$ cat config.mk
export PLATFORM = sky130hd
export DESIGN_NAME = dspace_regfile
export DESIGN_NICKNAME = d
export VERILOG_FILES = /design/src/rtl/dspace_regfile.sv
export SDC_FILE = /design/constraint.sdc
export NUM_CORES = 2
export LEC_CHECK = 0
export BUFFER_PORTS_ARGS = -buffer_cell sky130_fd_sc_hd__buf_2
export CAP_MARGIN = 25
export CORE_MARGIN = 5
export CORE_UTILIZATION = 40
export CTS_BUF_LIST = sky130_fd_sc_hd__clkbuf_2 sky130_fd_sc_hd__clkbuf_4 sky130_fd_sc_hd__clkbuf_8
export DETAILED_ROUTE_END_ITERATION = 10
export HOLD_SLACK_MARGIN = 0.12
export PLACE_DENSITY = 0.55
export SYNTH_ARGS = -nofsm -noshare
export SYNTH_HDL_FRONTEND = slang
export SYNTH_SLANG_ARGS = --single-unit
$ cat constraint.sdc
create_clock -name clk -period 10.4 [get_ports clk]
set_input_delay 2.08 -clock clk [delete_from_list [all_inputs] [get_ports clk]]
set_output_delay 2.08 -clock clk [all_outputs]
set_load 0.03 [all_outputs]
$ cat src/rtl/dspace_regfile.sv
module dspace_regfile #(
  parameter int unsigned DATA_W    = 8,
  parameter int unsigned ADDR_W    = 16,
  parameter int unsigned NREG      = 32,
  parameter int unsigned IO_BASE   = 32,
  parameter int unsigned IO_N      = 64,
  parameter int unsigned SRAM_BASE = 96,
  parameter int unsigned SRAM_N    = 128
) (
  input  logic                       clk,
  input  logic                       rst_n,
  input  logic [$clog2(NREG)-1:0]    ex_ra_sel,
  output logic [DATA_W-1:0]          ex_ra_data,
  input  logic [$clog2(NREG)-1:0]    ex_rb_sel,
  output logic [DATA_W-1:0]          ex_rb_data,
  input  logic                       ex_we,
  input  logic [$clog2(NREG)-1:0]    ex_wsel,
  input  logic [DATA_W-1:0]          ex_wdata,
  input  logic [ADDR_W-1:0]          ds_addr,
  input  logic                       ds_we,
  input  logic                       ds_re,
  input  logic [DATA_W-1:0]          ds_wdata,
  output logic [DATA_W-1:0]          ds_rdata,
  output logic [$clog2(IO_N)-1:0]    io_idx,
  output logic                       io_we,
  output logic                       io_re,
  output logic [DATA_W-1:0]          io_wdata,
  input  logic [DATA_W-1:0]          io_rdata,
  output logic [2*DATA_W-1:0]        ptr_x,
  output logic [2*DATA_W-1:0]        ptr_y,
  output logic [2*DATA_W-1:0]        ptr_z
);
  localparam int unsigned REG_AW  = $clog2(NREG);
  localparam int unsigned IO_AW   = $clog2(IO_N);
  localparam int unsigned SRAM_AW = $clog2(SRAM_N);
  localparam logic [ADDR_W-1:0] REG_END  = ADDR_W'(NREG);
  localparam logic [ADDR_W-1:0] IO_LO    = ADDR_W'(IO_BASE);
  localparam logic [ADDR_W-1:0] IO_END   = ADDR_W'(IO_BASE + IO_N);
  localparam logic [ADDR_W-1:0] SRAM_LO  = ADDR_W'(SRAM_BASE);
  localparam logic [ADDR_W-1:0] SRAM_END = ADDR_W'(SRAM_BASE + SRAM_N);
  localparam logic [IO_AW-1:0]   IO_OFS   = IO_AW'(IO_BASE);
  localparam logic [SRAM_AW-1:0] SRAM_OFS = SRAM_AW'(SRAM_BASE);

  logic [DATA_W-1:0] rf  [NREG];
  logic [DATA_W-1:0] mem [SRAM_N];

  logic in_reg, in_io, in_sram;
  logic [REG_AW-1:0]  reg_idx;
  logic [SRAM_AW-1:0] sram_idx;

  assign in_reg   = ds_addr < REG_END;
  assign in_io    = (ds_addr >= IO_LO) && (ds_addr < IO_END);
  assign in_sram  = (ds_addr >= SRAM_LO) && (ds_addr < SRAM_END);
  assign reg_idx  = ds_addr[REG_AW-1:0];
  assign sram_idx = ds_addr[SRAM_AW-1:0] - SRAM_OFS;

  assign io_idx   = ds_addr[IO_AW-1:0] - IO_OFS;
  assign io_we    = ds_we & in_io;
  assign io_re    = ds_re & in_io;
  assign io_wdata = ds_wdata;

  assign ex_ra_data = rf[ex_ra_sel];
  assign ex_rb_data = rf[ex_rb_sel];

  assign ptr_x = {rf[27], rf[26]};
  assign ptr_y = {rf[29], rf[28]};
  assign ptr_z = {rf[31], rf[30]};

  always_comb begin
    ds_rdata = '0;
    if (in_reg)       ds_rdata = rf[reg_idx];
    else if (in_io)   ds_rdata = io_rdata;
    else if (in_sram) ds_rdata = mem[sram_idx];
  end

  always_ff @(posedge clk or negedge rst_n) begin
    if (!rst_n) begin
      for (int i = 0; i < NREG; i++) rf[i] <= '0;
    end else begin
      if (ds_we && in_reg) rf[reg_idx] <= ds_wdata;
      if (ex_we)           rf[ex_wsel] <= ex_wdata;
    end
  end

  always_ff @(posedge clk) begin
    if (ds_we && in_sram) mem[sram_idx] <= ds_wdata;
  end

  assert_reset_clears_R1: assert property (@(posedge clk)
    !rst_n |=> (ptr_x == '0 && ptr_y == '0 && ptr_z == '0 && ex_ra_data == rf[ex_ra_sel]));

  assert_ex_write_lands_R2: assert property (@(posedge clk) disable iff (!rst_n)
    ex_we |=> rf[$past(ex_wsel)] == $past(ex_wdata));

  assert_ds_reg_write_R4: assert property (@(posedge clk) disable iff (!rst_n)
    (ds_we && in_reg && !(ex_we && ex_wsel == reg_idx))
      |=> rf[$past(reg_idx)] == $past(ds_wdata));

  assert_sram_write_R6: assert property (@(posedge clk) disable iff (!rst_n)
    (ds_we && in_sram) |=> mem[$past(sram_idx)] == $past(ds_wdata));

  assert_unmapped_zero_R7: assert property (@(posedge clk) disable iff (!rst_n)
    (ds_addr >= SRAM_END) |-> ds_rdata == '0);

  assert_unmapped_ptr_stable_R7: assert property (@(posedge clk) disable iff (!rst_n)
    (ds_we && ds_addr >= SRAM_END && !ex_we) |=> $stable(ptr_z) && $stable(ptr_x));

  assert_io_strobe_window_R9: assert property (@(posedge clk) disable iff (!rst_n)
    (io_we || io_re) |-> (ds_addr >= IO_LO && ds_addr < IO_END));
endmodule

## After elaboration in Yosys (flattened, before gate mapping)

Memories as Yosys holds them, arrays and structs flattened.
Cells that the tools add are included.

- Add/subtract/negate cells: 2
- Order comparisons: 11
- Muxes and demuxes: 22
- Bitwise operators: 6
- Reduce and logical (&&, ||, !) cells: 6

Operators with widths:

| cell | count |
|---|---|
| $bwmux 256 | 2 |
| $mux 256 | 2 |
| $bmux 8 s5 | 3 |
| $mux 8 | 11 |
| $demux 8 s5 | 2 |
| $ge 6x6->1 const B | 4 |
| $not 5->6 | 4 |
| $ge 16x6->1 const B | 1 |
| $ge 16x7->1 const B | 1 |
| $lt 16x6->1 const B | 1 |
| $lt 16x7->1 const B | 1 |
| $lt 16x8->1 const B | 1 |
| $lt 6x1->1 const B | 2 |
| $sub 7x7->7 const B | 1 |
| $logic_and 1x1->1 | 6 |
| $sub 6x6->6 const B | 1 |
| $and 1x1->1 | 2 |
| $mux 1 | 2 |

- Bits in registers: 256
- Bits in writable memories: 1024
- Memories: 1

Memory list:

| name | words | width | rd ports | clocked after Yosys merged registers in | wr ports | RTL line | source |
|---|---|---|---|---|---|---|---|
| mem | 128 | 8 | 1 | 0 | 1 | 45 | `logic [DATA_W-1:0] mem [SRAM_N];` |

## Depth between registers and ports, before layout

- Word-level depth: 9
- Gate-level depth with buffers: 12
- Depth with buffers taken out: 7

## Worst setup path after synthesis

Ideal clock, no wire load.

- Kind: input port to output port
- Start point: input ds_addr[5]
- End point: output ds_rdata[5]
- Arrival: 4.809 ns
- Required time: 8.320 ns
- Setup slack: 3.511 ns
- Stages: 8
- Path buffers: 2
- Cell sequence: clkbuf_1 > clkinv_1 > clkbuf_1 > ha_1 > inv_1 > nor3_1 > and4b_1 > a211oi_1

- Cells in the longest elaborated chain, start to end: 5
- Elaborated cells between the ends (all ways): 12

Ends and longest elaborated chain:

| element | RTL line | source |
|---|---|---|
| from (decl) | 19 | `input logic [ADDR_W-1:0] ds_addr,` |
| $sub 7x7->7, or another cell as far along | 55 | `assign sram_idx = ds_addr[SRAM_AW-1:0] - SRAM_OFS;` |
| $mem_v2 128x8 / $logic_and 1x1->1 (equally long branches) | n/a |  |
| $mux 8 | 73 | `else if (in_sram) ds_rdata = mem[sram_idx];` |
| $mux 8 | 72 | `else if (in_io) ds_rdata = io_rdata;` |
| $mux 8 (*) | 71 | `if (in_reg) ds_rdata = rf[reg_idx];` |
| to (decl) | 23 | `output logic [DATA_W-1:0] ds_rdata,` |

Every way passes the cells marked *; elsewhere a longest branch is shown, timed or not.

## Worst setup path in the final report

Same ends and word-level chain as after synthesis.

==> summary.txt <==
CTS
  – Hold Buf Count CTS: 0
  – Worst-path clk slew: 0.06 ns
  – Setup bufs post-CTS: 0
  – Htree depth: 4
  – Post-CTS sizing: 0
  – TritonCTS clock tree: built
  – Clk_lat worst skew: 0.91 ns
  – Clk buf depth: 3
  – TritonCTS Buffers: 212
  – Root Driver: clkbuf_8
  – Sink Count: ~1,300

Drt
  – Number of remaining DRC errors: 0
  – Routed WL: 187,000 um
  – First drt pass iteration count: 6
  – Via Count: 35,199
  – Antenna viol nets, final: 0
  – Wire per inst: 32.3 um
  – DR vias/cell: 6.06
  – Starting DRT DRC Count: around 3,900

Logic synthesis
  – Cell count after synthesis: 3,592
  – Syn Nets: between 3,000 and 4,000
  – Library cells used by synthesis: 72
  – Area leader, netlist: edfxtp_1
  – Syn_area_per_cell: 16.4 um^2
  – Register area share after synthesis: 63.0%
  – Warnings, synthesis: 0
  – Post-synth top cells: edfxtp_1, mux4_2, mux2i_1
  – Synth top area cells: edfxtp_1, mux4_2, dfrtp_1, mux2i_1, nor2_1
  – Top-count cell post-synth: edfxtp_1
  – Yosys top cell area share: 52.2%
  – Seq cells post-synth: 1,280
  – Top_reg_cell synth: edfxtp_1
  – Synth Cell Area: 58,900 um^2
  – Asr flop ratio synth: between 20% and 30%
  – Number of enable flip-flop cells after synthesis: 1,024

Worst setup path
  – CP Depth: 9
  – CP required: 8.32 ns
  – Crit path buffers/inverters: 5
  – CP endpoint kind: primary output
  – Biggest cell delay along the critical path: around 0.85 ns
  – Slowest library cell on the worst path: a211oi_1
  – Crit Path Category: in -> out
  – Crit-path leading delay family: buffers and inverters
  – Critical Path AT: 6.25 ns
  – Most used cell, CP: buf_2
  – R2R setup slack: 9.46 ns
  – Setup crit start kind: input port
  – FF-to-FF path depth: 2
  – Worst-path maximum fanout: 24
  – CP Cell Sequence: buf_2, buf_4, clkinv_1, ha_1, inv_1, nor3_1, and4b_1, a211oi_1, buf_2

Floorplan
  – Die Ht: 394 um
  – # IOs: roughly 150
  – Core area: 146,000 um^2
  – Die X: roughly 400 um
  – Initial core utilization: between 40 and 50%
  – DIE AREA: about 160,000 um^2
  – # rows: 140

Place
  – GP Congestion: 0.892
  – Port bufs: 147
  – Hpwl dp: between 100,000 and 150,000 um

Finish
  – Final net count: 3,784
  – Fillers: 12,878
  – Layout cells sized above 1: approximately 28%
  – Area grow syn2layout: 11.2%
  – Multi-input gate area: 20,100 um^2
  – Flip-flop and latch area: 37,200 um^2

STA
  – Clock skew: 0 ns
  – Post-route worst hold slack: 0.582 ns
  – Setup-failing EPs final: 0
  – Period minus WS final: 8.33 ns
  – Final setup TNS: 0 ns
  – Fmax: 120 MHz
  – Rel. slew slack: 17.3%
  – RSZ-0062 raised after global routing: no
  – Max-slew violations: 0
  – Final Hold Fails: 0
  – Fin crit share: 80.1%
  – Measured slew at the worst slew-check pin: 1.21 ns

Outcome
  – Outcome: complete, no violations

Power and ir drop
  – LEAKAGE: roughly 23 nW
  – Pwr per Cell Area: about 190 nW/um^2
  – Worst VDD drop: 0.129 mV

GRT
  – Grt total ovfl: 0
  – Tot GR Track Use: 23.8%
  – Global-route wire length before repair: 268,000 um
  – Largest net degree at the start of global routing: between 100 and 150
  – Antenna violations before repair: 11
  – Number of global-route vias before repair: 34,761

Hold path
  – Worst hold-check path type: reg -> reg
  – Hold path depth: 2

Run
  – Max-cap viol count: 0
## logic make-up (layout without fill, tap and decap cells)
kind of cell	count (synthesis)	in the layout	synth area share [%]
compound gates	430	430	4.29
xor+xnor	2	2	0.0297
fa+ha+maj	11	11	0.208
buf+inv	321	612	2.87
flops	1280	1280	63.0
mux	829	829	23.9
other cells	0	9	0
simple gates	719	719	5.60
## placed cells by master, fill, tap and decap left out, drive strengths merged, types with 26 or more instances in the layout
cell type,instances
o22ai,34
o21ai,141
clkbuf,300
buf,228
mux2i,339
nor2,312
dfrtp,256
nand3,26
a21oi,142
mux2,28
nand2,294
mux4,462
clkinv,64
edfxtp,1024
## worst paths after layout
| path | startpoint | end |
|---|---|---|
| hold / removal | rf[57] | rf[57] |
| min in group asynchronous | rst_n | ptr_z[10] |
| hold reg to reg | rf[57] | rf[57] |
| max in group asynchronous | rst_n | rf[175] |
| setup / recovery | ds_addr[5] | ds_rdata[5] |
| setup reg to reg | ptr_y[5] | ptr_y[5] |
## tightest hold or removal path, stage by stage (launching register included)
cell and delay [ns]:
dfrtp_1 0.40, nand2_1 0.07, a31oi_1 0.07
## cell type report
class | instances | area share [%]
flip-flops and latches | 1280 | 56.7
repair buffers | 229 | 2.45
diodes | 9 | 0.0344
well taps | 1917 | 3.66
clock buffers | 299 | 5.53
inverters | 5 | 0.0363
clock inverters | 79 | 0.899
multi-input cells | 1991 | 30.7
## power by group
group / total (mW) / internal [mW] / leakage (nW) / switching [mW]
registers: 6.00 / 5.75 / 12.4 / 0.251
clock network: 4.47 / 2.36 / 2.22 / 2.11
logic: 1.65 / 0.697 / 8.24 / 0.954
## per-stage QoR
step	setup WS, ns	total power [mW]	instances	area [um^2]	util (%)
finish	2.07	12.1	5809	65500	44.9
global route	2.08	12.6	5803	65500	44.8
CTS	2.31	12.2	5793	65500	44.8
detailed placement	2.31	7.74	5415	61200	41.9
global placement	2.31	7.71	5398	61100	41.8
floorplan	3.51	7.13	3592	58900	-
## layer usage
metal	vias up	wire length (um)	track usage [%]
met5	-	30	0
met4	4	5690	7.39
met2	1871	88300	37.3
li1	14525	-	-
met1	18490	77500	33.5
met3	309	16000	5.16
## sequential cells by signal (all words and copies together) (netlist names)
name   count
ptr_z     16
rf       208
mem     1024
ptr_y     16
ptr_x     16
No activity file was read; power rests on OpenSTA's default activity.
